`config.mk`:
```
export PLATFORM = sky130hd
export DESIGN_NAME = uart_baud_core
export DESIGN_NICKNAME = d
export VERILOG_FILES = /design/src/rtl/uart_baud_pkg.sv /design/src/rtl/uart_baud_decode.sv /design/src/rtl/uart_baud_counter.sv /design/src/rtl/uart_baud_core.sv
export SDC_FILE = /design/constraint.sdc
export NUM_CORES = 1
export LEC_CHECK = 0
export BUFFER_PORTS_ARGS = -buffer_cell sky130_fd_sc_hd__buf_2
export CORE_MARGIN = 2
export CORE_UTILIZATION = 52
export DETAILED_ROUTE_END_ITERATION = 10
export MAX_ROUTING_LAYER = met4
export PLACE_DENSITY_LB_ADDON = 0.3
export SLEW_MARGIN = 25
export SYNTH_ARGS = -nofsm -noshare
export SYNTH_HDL_FRONTEND = slang
export SYNTH_HIERARCHICAL = 1
export SYNTH_SLANG_ARGS = --single-unit
```
`constraint.sdc`:
```
create_clock -name clk_i -period 4.9 [get_ports clk_i]
set_clock_uncertainty 0.2 [all_clocks]
set_input_delay 0.98 -clock clk_i [delete_from_list [all_inputs] [get_ports clk_i]]
set_output_delay 0.98 -clock clk_i [all_outputs]
set_load 0.05 [all_outputs]
```
`src/rtl/uart_baud_pkg.sv`:
```
package uart_baud_pkg;
  localparam int unsigned A_DATA = 0;
  localparam int unsigned A_IER  = 1;
  localparam int unsigned A_LCR  = 3;
  localparam int unsigned DLAB_BIT = 7;

  typedef struct packed {
    logic [1:0] div;   // [0] low byte, [1] high byte
    logic       data;  // rx read / tx write port
    logic       ier;
    logic       lcr;
  } sel_t;
endpackage

```
`src/rtl/uart_baud_decode.sv`:
```
module uart_baud_decode
  import uart_baud_pkg::*;
#(
  parameter int unsigned ADDR_W = 3
) (
  input  logic [ADDR_W-1:0] addr_i,
  input  logic              dlab_i,
  output sel_t              sel_o
);
  always_comb begin
    sel_o        = '0;
    sel_o.div[0] = dlab_i  && (addr_i == ADDR_W'(A_DATA));
    sel_o.div[1] = dlab_i  && (addr_i == ADDR_W'(A_IER));
    sel_o.data   = !dlab_i && (addr_i == ADDR_W'(A_DATA));
    sel_o.ier    = !dlab_i && (addr_i == ADDR_W'(A_IER));
    sel_o.lcr    = (addr_i == ADDR_W'(A_LCR));
  end


  always_comb begin
    sel_onehot_chk: assert ($onehot0(sel_o));
  end
endmodule

```
`src/rtl/uart_baud_counter.sv`:
```
module uart_baud_counter #(
  parameter int unsigned DIV_W = 16
) (
  input  logic             clk_i,
  input  logic             rst_ni,
  input  logic             load_i,
  input  logic [DIV_W-1:0] load_val_i,
  input  logic [DIV_W-1:0] div_i,
  output logic             tick_o
);
  logic [DIV_W-1:0] cnt_q;

  always_ff @(posedge clk_i or negedge rst_ni) begin
    if (!rst_ni)                  cnt_q <= '0;
    else if (load_i)              cnt_q <= load_val_i;  // write beats terminal reload
    else if (div_i == '0)         cnt_q <= '0;          // park on unsupported divisor
    else if (cnt_q <= DIV_W'(1))  cnt_q <= div_i;
    else                          cnt_q <= cnt_q - DIV_W'(1);
  end

  assign tick_o = (cnt_q == DIV_W'(1));


  reload_chk: assert property (@(posedge clk_i) disable iff (!rst_ni)
    load_i |=> cnt_q == $past(load_val_i));

  step_chk: assert property (@(posedge clk_i) disable iff (!rst_ni)
    (!load_i && div_i != '0 && cnt_q > DIV_W'(1)) |=> cnt_q == $past(cnt_q) - DIV_W'(1));

  wrap_chk: assert property (@(posedge clk_i) disable iff (!rst_ni)
    (!load_i && tick_o) |=> cnt_q == $past(div_i));

  zero_div_quiet_chk: assert property (@(posedge clk_i) disable iff (!rst_ni)
    (div_i == '0) |-> !tick_o);

  div_one_chk: assert property (@(posedge clk_i) disable iff (!rst_ni)
    (!load_i && div_i == DIV_W'(1)) |=> tick_o);
endmodule

```
`src/rtl/uart_baud_core.sv`:
```
module uart_baud_core
  import uart_baud_pkg::*;
#(
  parameter int unsigned DATA_W = 8,
  parameter int unsigned ADDR_W = 3
) (
  input  logic              clk_i,
  input  logic              rst_ni,
  input  logic [ADDR_W-1:0] addr_i,
  input  logic              wr_i,
  input  logic              rd_i,
  input  logic [DATA_W-1:0] wdata_i,
  output logic [DATA_W-1:0] rdata_o,
  input  logic [DATA_W-1:0] rx_data_i,
  output logic              rx_rd_o,
  output logic [DATA_W-1:0] tx_data_o,
  output logic              tx_wr_o,
  output logic [DATA_W-1:0] ier_o,
  output logic [DATA_W-1:0] lcr_o,
  output logic              baud16_tick_o
);
  localparam int unsigned DIV_BYTES = 2;
  localparam int unsigned DIV_W     = DIV_BYTES * DATA_W;

  sel_t                                 sel;
  logic [DATA_W-1:0]                    lcr_q, ier_q;
  logic [DIV_BYTES-1:0][DATA_W-1:0]     div_q, div_nxt;
  logic                                 div_load;

  uart_baud_decode #(.ADDR_W(ADDR_W)) u_decode (
    .addr_i (addr_i),
    .dlab_i (lcr_q[DLAB_BIT]),
    .sel_o  (sel)
  );

  always_comb begin
    div_nxt = div_q;
    for (int b = 0; b < DIV_BYTES; b++)
      if (wr_i && sel.div[b]) div_nxt[b] = wdata_i;
  end
  assign div_load = wr_i && (|sel.div);

  always_ff @(posedge clk_i or negedge rst_ni) begin
    if (!rst_ni) begin
      lcr_q <= '0;
      ier_q <= '0;
      div_q <= '0;
    end else begin
      div_q <= div_nxt;
      if (wr_i && sel.lcr) lcr_q <= wdata_i;
      if (wr_i && sel.ier) ier_q <= wdata_i;
    end
  end

  always_comb begin
    rdata_o = '0;
    for (int b = 0; b < DIV_BYTES; b++)
      if (sel.div[b]) rdata_o = div_q[b];
    if (sel.data) rdata_o = rx_data_i;
    if (sel.ier)  rdata_o = ier_q;
    if (sel.lcr)  rdata_o = lcr_q;
  end

  assign rx_rd_o   = rd_i && sel.data;
  assign tx_wr_o   = wr_i && sel.data;
  assign tx_data_o = wdata_i;
  assign ier_o     = ier_q;
  assign lcr_o     = lcr_q;

  uart_baud_counter #(.DIV_W(DIV_W)) u_counter (
    .clk_i      (clk_i),
    .rst_ni     (rst_ni),
    .load_i     (div_load),
    .load_val_i (div_nxt),
    .div_i      (div_q),
    .tick_o     (baud16_tick_o)
  );


  no_port_in_dlab_chk: assert property (@(posedge clk_i) disable iff (!rst_ni)
    lcr_q[DLAB_BIT] |-> (!tx_wr_o && !rx_rd_o));

  div_hold_chk: assert property (@(posedge clk_i) disable iff (!rst_ni)
    !(wr_i && lcr_q[DLAB_BIT] && addr_i < ADDR_W'(2)) |=> $stable(div_q));
endmodule

```
======== After elaboration in Yosys (flattened, before gate mapping) ========
Cells that the tools add are included.
word-level totals
  output and inout bits ................... 35
  flip-flop bits (word level) ............. 48
  logic and storage cells ................. 35
  input port bits ......................... 23
cells by class
  equal/unequal tests ..................... 3
  multiplexer cells ....................... 10
  reductions and logical operators ........ 15
  add/subtract/negate cells ............... 1
  order comparisons ....................... 1
operators by type and width
  kind                                                                               number
  8-bit 2-to-1 mux                                                                   7
  16-bit 2-to-1 mux                                                                  3
  16-bit by 1-bit equality test with 1-bit output, second input constant             1
  16-bit by 1-bit less-or-equal comparator with 1-bit output, second input constant  1
  16-bit logical NOT                                                                 1
  16-bit by 1-bit subtractor with 16-bit output, second input constant               1
  1-bit logical AND                                                                  11
  3-bit by 1-bit equality test with 1-bit output, second input constant              1
  3-bit by 2-bit equality test with 1-bit output, second input constant              1
  3-bit logical NOT                                                                  1
  2-bit OR reduction                                                                 1
  1-bit logical NOT                                                                  1

======== Logic depth before layout (Yosys ltp) ========
Gate-level depths: netlist of run 1.
  word-level depth ........................ 7
  gate-level depth with buffers ........... 9
  gate-level depth less buffers ........... 7

======== By module ========
The synthesis of run 1 kept the hierarchy.
by module, submodules not included
  module             area an instance (um^2)  cells each  times used
  uart_baud_core     1580.3                   129         1
  uart_baud_counter  1154.9                   141         1
  uart_baud_decode   58.8                     5           1

======== Least setup slack after synthesis of run 1 ========
Ideal clock, no wire load.
  path type ............................... input-to-output
  start point ............................. input port addr_i[2]
  end point ............................... output port rdata_o[0]
  data arrival time ....................... 2.607 ns
  cell stages on the path ................. 4
  path slack .............................. 1.113 ns
  path through ............................ nor4b_2 nor3b_4 nand2_1 a41oi_1
between the ends
  cells in the longest elaborated chain, start to end .. 7
  elaborated cells between the ends (all ways) .. 12
  those cells by class .................... eq/ne (2); mux (5); reduce/logical (5)
ends and longest elaborated chain
  element                         RTL line                                        RTL
  start: declaration              uart_baud_core.sv:9                             input logic [ADDR_W-1:0] addr_i,
  3-bit logical NOT               uart_baud_decode.sv:12, uart_baud_decode.sv:14
  1-bit logical AND               uart_baud_decode.sv:12                          sel_o.div[0] = dlab_i && (addr_i == ADDR_W'(A_DATA));
  8-bit 2-to-1 mux (2 in series)  uart_baud_core.sv:58                            if (sel.div[b]) rdata_o = div_q[b];
  8-bit 2-to-1 mux                uart_baud_core.sv:59                            if (sel.data) rdata_o = rx_data_i;
  8-bit 2-to-1 mux                uart_baud_core.sv:60                            if (sel.ier) rdata_o = ier_q;
  8-bit 2-to-1 mux *              uart_baud_core.sv:61                            if (sel.lcr) rdata_o = lcr_q;
  end: declaration                uart_baud_core.sv:13                            output logic [DATA_W-1:0] rdata_o,
Mark *: on every way between the ends. The rest lies on a longest branch, timed or not.

==> flow_summary.toml, run 1 <==
[yosys]
synth.distinct_cells = 46
synth_top_area_share = 0.430
synth_nets = 300
seq_area_frac_synth = 0.430
synth_warnings = 6
synth_largest_area_cell = "dfrtp_1"
synthTopCellsByArea = "dfrtp_1, mux2_2, nand2_1"
synth-edff-count = 0
async_flop_share = 1.00
avgSynthCellArea_um2 = 10.2
ys_ff_latch = 48
synth_most_common_cell = "dfrtp_1"
synthFlopType = "dfrtp_1"
syn-cell-area_um2 = 2790
synthTopCellsByCount = "dfrtp_1, nand2_1, mux2_2"
netlist_instances = 275

[global_route]
grt_pass1_wl_um = 11700
antenna_found_initial = 0
grt_pass1_vias = 2243
grtUsageTotal = 0.254
grt_max_degree = 49
grt.overflow.total = 0

[power_and_ir_drop]
combPwrFrac = 0.409
sw_frac_of_total = 0.434
p_switching_mw = 0.723
pwr-share-clk = 0.171
power.density_nw_per_um2 = 528
power.share.sequential = 0.420
p_int_mw = 0.941
worst_ir_drop_vdd_uv = 275
finalPower_mw = 1.66
p_leak_nw = 1.36

[timing]
slew_viol_final = 0
tns_ns = 0
max_freq_mhz = 269
slew_headroom = 0.371
hold_viol = 0
post-route-period-util = 0.759
tightest_slew_ns = 0.942
setup_ws_ns = 1.18
rsz0062_at_grt = "no"
finalSetupViolCount = 0
min_period_ns = 3.72

[cts]
cts_sinks = 48
cts_buffer_depth = 2
ctsRootBufferMaster = "clkbuf_8"
cts_tree = "yes"
ctsResizeCount = 0
cts_setup_buffers = 0
numCtsBuffers = 5
ctsHtreeMaxLevel = 2
hold_buffers = 0
clkTransAtPathRegs_ns = 0.09
insertion_delay_ns = 0.30

[worst_setup_path]
cp-end-kind = "output port"
critPathMaxFanout = 8
r2r_cells = 6
setup.worst_path.end = "rdata_o[2]"
startpoint = "addr_i[2]"
cp_data_required_time_ns = 3.72
critPathArrivalTime_ns = 2.54
r2r_end = "u_counter/cnt_q[12]"
crit_type = "in2out"
crit_path_start_kind = "input port"
rrSetupSlack_ns = 2.15
worst_r2r_startpoint = "lcr_o[7]"

[floorplan]
floorplan.initialDensity = 0.544
ioPinCount = 58
core_area_um2 = 5140
die_area_um2 = 5980
rows = 26
die_w_um = 77.3
die_height_um = 77.3

[route]
drtIter0Drc = 255
dr.pass1.iters = 4
drtAntennaViolNets = 0
drt_wl_total_um = 7190
route.detailed.wl_per_inst_um = 18.4
drc = 0
num_vias = 2425
viasPerCell = 6.20

[placed_design]
place.gp.congestion = 0.843
placedInstanceArea_um2 = 3050
io_buffers = 57
pre_cts_ws_ns = 1.19
detailed_place_hpwl_um = 5140

[cells_and_area]
final_area_um2 = 3150
final_core_util = 0.613
synthToLayoutAreaGrowth_pct = 12.9
drive_gt1_frac = 0.349
antenna-diode-count = 0
nNetsFinal = 345

[flow_run]
drv_cap = 0

[hold_path]
hold_path_class = "reg2reg"
hold_start = "lcr_o[1]"

[status]
status = "completed"
cells in the final DEF (no fill, tap or decap), types with 6 or more instances in the layout:
master and instances:
buf_2 57, dfrtp_1 48, nand2_1 36, mux2_2 32
o21ai_0 23, a41oi_1 9, nand3b_1 8, nor2_1 8
o22ai_1 8, nor4_1 8, nor3_1 7, xnor2_1 6
sequential cells by signal, indices dropped and copies added (netlist names):
signal / count
ier_o: 8
u_counter/cnt_q: 16
lcr_o: 8
div_q: 16
routing by layer:
metal  GRT usage  wire length [um]  vias to the layer above
met5           -                 0                        -
met4      0.0571                74                        0
met3      0.0412               459                        9
met2       0.380              3350                      111
met1       0.367              3310                     1206
li1            -                 -                     1099
kinds of logic after synthesis:
kind of cell	count (synthesis)	share of synthesized area
buf+inv	25	0.0564
flops	48	0.430
fa+ha+maj	2	0.00896
mux	37	0.147
xor+xnor	8	0.0251
simple gates	95	0.196
compound gates	60	0.137
power by group through the flow:
stage	clock, mW	sequential [mW]	combinational, mW
global route	0.303	0.716	0.742
global placement	0	0.696	0.661
finish	0.284	0.699	0.681
CTS	0.286	0.694	0.677
detailed placement	0	0.701	0.672
floorplan	0	0.751	0.442
how the worst min path moves through the flow:
stage,endpoint,cells after the start
2_1_floorplan,div_q[2],1
3_3_place_gp,ier_o[1],1
3_5_place_dp,lcr_o[1],1
4_1_cts,lcr_o[1],1
5_1_grt,lcr_o[6],1
6_report,lcr_o[1],1
per-stage QoR:
| stage | instances | hold slack (ns) |
|---|---|---|
| 6_report | 391 | 0.346 |
| 5_1_grt | 391 | 0.370 |
| 4_1_cts | 391 | 0.344 |
| 3_5_place_dp | 383 | 0.323 |
| 3_3_place_gp | 383 | 0.316 |
| 2_1_floorplan | 275 | 0.336 |
final cells by class:
class	instances	area, um2
Tap cell	70	87.6
Fill cell	457	1990
Inverter	4	15.0
Sequential cell	48	1200
Clock buffer	6	72.6
Timing Repair Buffer	59	300
Multi-Input combinational cell	202	1440
Clock inverter	2	35.0
worst max-delay path, stage by stage:
cell and delay (ns):
buf_2 0.13, nor4b_2 0.37, nor3b_4 0.45, nand2_1 0.12
a41oi_1 0.20, buf_2 0.29
No activity file was read; power rests on OpenSTA's default activity.
==> run 2: changes to the inputs <==
CORE_UTILIZATION = 49   (was 52)
clock period = 3.25 ns   (was 4.9 ns; I/O delays follow)
==> run 2 against run 1 <==
Net effect:
- flip-flop and latch count unchanged
- setup slack got worse by 0.96 ns
- design area increased by 0.71%
- worst hold slack got worse by 0.12 ns
- critical path depth unchanged
- critical endpoint is now rdata_o[3]
- highest routed layer unchanged
==> flow_summary.toml, run 2 (synthesis results as in run 1) <==
[worst_setup_path]
cp_data_required_time_ns = 2.40
cp_slowest_cell = "nor3b_4"
worst_r2r_startpoint = "u_counter/cnt_q[6]"
cp_common_cell = "buf_2"
critPathTopFamily = "simple AND/OR/NAND/NOR gates"
path_cells = "buf_2 > nor4b_2 > nor3b_4 > nand2_1 > a41oi_1 > buf_2"
critPathMaxFanout = 8
cp-end-kind = "output port"
rrSetupSlack_ns = 0.69
critPathMaxStageDelay_ns = 0.43
cp.buffers_inverters = 2
crit_type = "in2out"
crit_path_start_kind = "input port"
startpoint = "addr_i[2]"
critPathArrivalTime_ns = 2.18

[timing]
rsz0062_at_grt = "no"
setup_ws_ns = 0.225
tightest_slew_ns = 0.818
slew_headroom = 0.455
finalSetupViolCount = 0
min_period_ns = 3.03
max_freq_mhz = 331
slew_viol_final = 0
post-route-period-util = 0.931
tns_ns = 0
hold_viol = 0

[cells_and_area]
layout_commonest_cell = "buf_2"
synthToLayoutAreaGrowth_pct = 13.7
layout_common_cells = "buf_2, dfrtp_1, nand2_1"
nNetsFinal = 350
multi_input_area_um2 = 1440
reg_top3 = "div_q: 16 flops, u_counter/cnt_q: 16 flops"
fin_cells = 398
final_area_um2 = 3180
fillers = 510
final_core_util = 0.577
register_area_um2 = 1200
antenna-diode-count = 0
drive_gt1_frac = 0.356

[floorplan]
rows = 27
core_area_um2 = 5510
die_height_um = 79.5
die_w_um = 79.5
ioPinCount = 58
floorplan.initialDensity = 0.507
die_area_um2 = 6320

[global_route]
grtUsageTotal = 0.255
grt_pass1_vias = 2292
grt_pass1_wl_um = 12000
grt_max_degree = 38
antenna_found_initial = 0
grt.overflow.total = 0

[placed_design]
pre_cts_ws_ns = 0.230
place_inst = 390
io_buffers = 57
place.gp.congestion = 0.927
placedInstanceArea_um2 = 3090
detailed_place_hpwl_um = 5280

[route]
drt_wl_total_um = 7080
num_vias = 2343
viasPerCell = 5.89
drc = 0
dr.pass1.iters = 4
drtAntennaViolNets = 0
drtIter0Drc = 151
route.detailed.wl_per_inst_um = 17.8

[hold_path]
hold_path_class = "in2async"

[cts]
clkTransAtPathRegs_ns = 0.08
hold_buffers = 0
cts_buffer_depth = 2
cts_setup_buffers = 0
cts_tree = "yes"
ctsHtreeMaxLevel = 2
insertion_delay_ns = 0.31
numCtsBuffers = 5
ctsResizeCount = 0
ctsRootBufferMaster = "clkbuf_8"
cts_sinks = 48

[power_and_ir_drop]
p_leak_nw = 1.38
worst_ir_drop_vdd_uv = 435
power.density_nw_per_um2 = 773

[status]
status = "completed"

[flow_run]
drv_cap = 0
## run 2: layout make-up
class                      count  share of cell area
clock buffer                   8              0.0284
timing repair buffer          64               0.106
tap                           72              0.0284
inverter                       4             0.00473
sequential                    48               0.378
multi-input combinational    202               0.454
## run 2: per-stage QoR
stage	hold WS, ns	power [mW]
6_report	0.226	2.45
5_1_grt	0.293	2.63
3_5_place_dp	0.329	2.08
2_1_floorplan	0.154	1.80
4_1_cts	0.254	2.46
3_3_place_gp	0.317	2.07
## run 2: final timing paths
check	depth (start not counted)	end
max in group asynchronous	2	div_q[14]
worst min-delay path	1	lcr_o[7]
worst max-delay path	6	rdata_o[3]
worst max register to register	5	u_counter/cnt_q[1]
worst min register to register	1	lcr_o[6]
min in group clk_i	1	lcr_o[6]
## run 2: layer usage
layer,up-vias,GRT usage,wire [um]
li1,1117,-,-
met1,1121,0.368,3270
met2,97,0.376,3260
met3,8,0.0373,445
met4,0,0.0741,104
met5,-,-,0
## run 2: power breakdown
group	leakage [nW]	switching, mW	internal [mW]
Clock	0.0455	0.197	0.174
Sequential	0.595	0.249	0.799
Combinational	0.740	0.629	0.406
==> run 3: changes to the inputs <==
CORE_ASPECT_RATIO = 0.5   (was default)
==> run 3 against run 2 <==
Net effect:
- worst hold slack got worse by 0.060 ns
- die area rose by 0.58%
- highest routed layer unchanged
- clock power rose by 49%
- critical endpoint is now rdata_o[2]
- clock-buffer cell count fell by 3
- combinational power barely moved
- global-route usage fell by 0.76 points
- critical path depth did not move
- critical path type unchanged
- design area rose by 1.5%
- setup slack improved by 0.0025 ns
==> flow_summary.toml, run 3 (synthesis results as in run 1) <==
[status]
status = "completed"

[hold_path]
hold_path_class = "in2async"

[timing]
slew_headroom = 0.602
slew_viol_final = 0
max_freq_mhz = 331
rsz0062_at_grt = "no"
tightest_slew_ns = 0.597
tns_ns = 0
hold_viol = 0
post-route-period-util = 0.930
finalSetupViolCount = 0
min_period_ns = 3.02

[cts]
cts_tree = "yes"
cts_sinks = 48
numCtsBuffers = 5
hold_buffers = 0
insertion_delay_ns = 0.28
clkTransAtPathRegs_ns = 0.06
cts_buffer_depth = 2
cts_setup_buffers = 0
ctsHtreeMaxLevel = 2
ctsResizeCount = 0
ctsRootBufferMaster = "clkbuf_16"

[floorplan]
floorplan.initialDensity = 0.509
ioPinCount = 58
rows = 19
die_w_um = 111
core_area_um2 = 5490
die_height_um = 57.4
die_area_um2 = 6360

[cells_and_area]
nNetsFinal = 347
layout_common_cells = "buf_2, dfrtp_1, nand2_1"
final_core_util = 0.587
multi_input_area_um2 = 1440
layout_commonest_cell = "buf_2"
fillers = 463
final_area_um2 = 3220
register_area_um2 = 1200
reg_top3 = "div_q: 16 flops, u_counter/cnt_q: 16 flops"
drive_gt1_frac = 0.352
antenna-diode-count = 0
synthToLayoutAreaGrowth_pct = 15.3

[global_route]
grt.overflow.total = 0
grt_max_degree = 49
antenna_found_initial = 0
grt_pass1_wl_um = 12000
grt_pass1_vias = 2320
grtUsageTotal = 0.248

[route]
drt_wl_total_um = 7330
drtIter0Drc = 248
dr.pass1.iters = 5
drtAntennaViolNets = 0
route.detailed.wl_per_inst_um = 18.6
num_vias = 2434
drc = 0
viasPerCell = 6.18

[placed_design]
io_buffers = 57
placedInstanceArea_um2 = 3060
place.gp.congestion = 0.869
detailed_place_hpwl_um = 5350

[power_and_ir_drop]
power.density_nw_per_um2 = 830
combPwrFrac = 0.401
power.share.sequential = 0.392
p_switching_mw = 1.11
sw_frac_of_total = 0.416
pwr-share-clk = 0.207
p_int_mw = 1.56
worst_ir_drop_vdd_uv = 420
p_leak_nw = 1.40
finalPower_mw = 2.67

[flow_run]
drv_cap = 0

[worst_setup_path]
rrSetupSlack_ns = 0.57
cp_data_required_time_ns = 2.40
critPathArrivalTime_ns = 2.17
crit_type = "in2out"
r2r_end = "u_counter/cnt_q[3]"
cp-end-kind = "output port"
crit_path_start_kind = "input port"
r2r_cells = 5
worst_r2r_startpoint = "u_counter/cnt_q[6]"
critPathMaxFanout = 8
==> run 3: layout make-up <==
class                      instances  share of cell area
timing repair buffer              61              0.0986
multi-input combinational        202               0.447
clock buffer                       5              0.0388
inverter                           4             0.00466
sequential                        48               0.373
clock inverter                     1             0.00932
tap                               73              0.0283
==> run 3: critical path, cell delays in order <==
cell     delay, ns
buf_2         0.14
nor4b_2       0.35
nor3b_4       0.41
nand2_1       0.09
a41oi_1       0.23
buf_2         0.30
==> run 3: metrics by stage <==
step / cells / worst slack (ns) / hold slack [ns]
5_1_grt: 394 / 0.0721 / 0.226
4_1_cts: 394 / 0.273 / 0.327
6_report: 394 / 0.227 / 0.166
3_5_place_dp: 388 / 0.273 / 0.314
2_1_floorplan: 275 / 0.0565 / 0.154
3_3_place_gp: 388 / 0.326 / 0.312
==> run 3: worst max-delay path by stage <==
stage | start | endpoint | cells after the start
6_report | addr_i[2] | rdata_o[2] | 6
5_1_grt | addr_i[2] | rdata_o[2] | 6
4_1_cts | addr_i[2] | rdata_o[2] | 6
3_5_place_dp | addr_i[2] | rdata_o[2] | 6
3_3_place_gp | addr_i[2] | rdata_o[3] | 6
2_1_floorplan | lcr_o[7] | rdata_o[0] | 4
==> run 3: layer usage <==
layer | GRT usage | vias up | wire length, um
met4 | 0.0589 | 0 | 66
met2 | 0.387 | 118 | 3420
met1 | 0.345 | 1193 | 3290
met5 | - | - | 0
li1 | - | 1113 | -
met3 | 0.0393 | 10 | 556
==> run 3: power groups by stage <==
stage	clock network, mW	registers [mW]	logic, mW
after floorplan	0	1.13	0.666
after global placement	0	1.03	1.03
after detailed placement	0	1.04	1.05
after CTS	0.561	1.04	1.07
after global routing	0.587	1.08	1.17
final	0.553	1.05	1.07
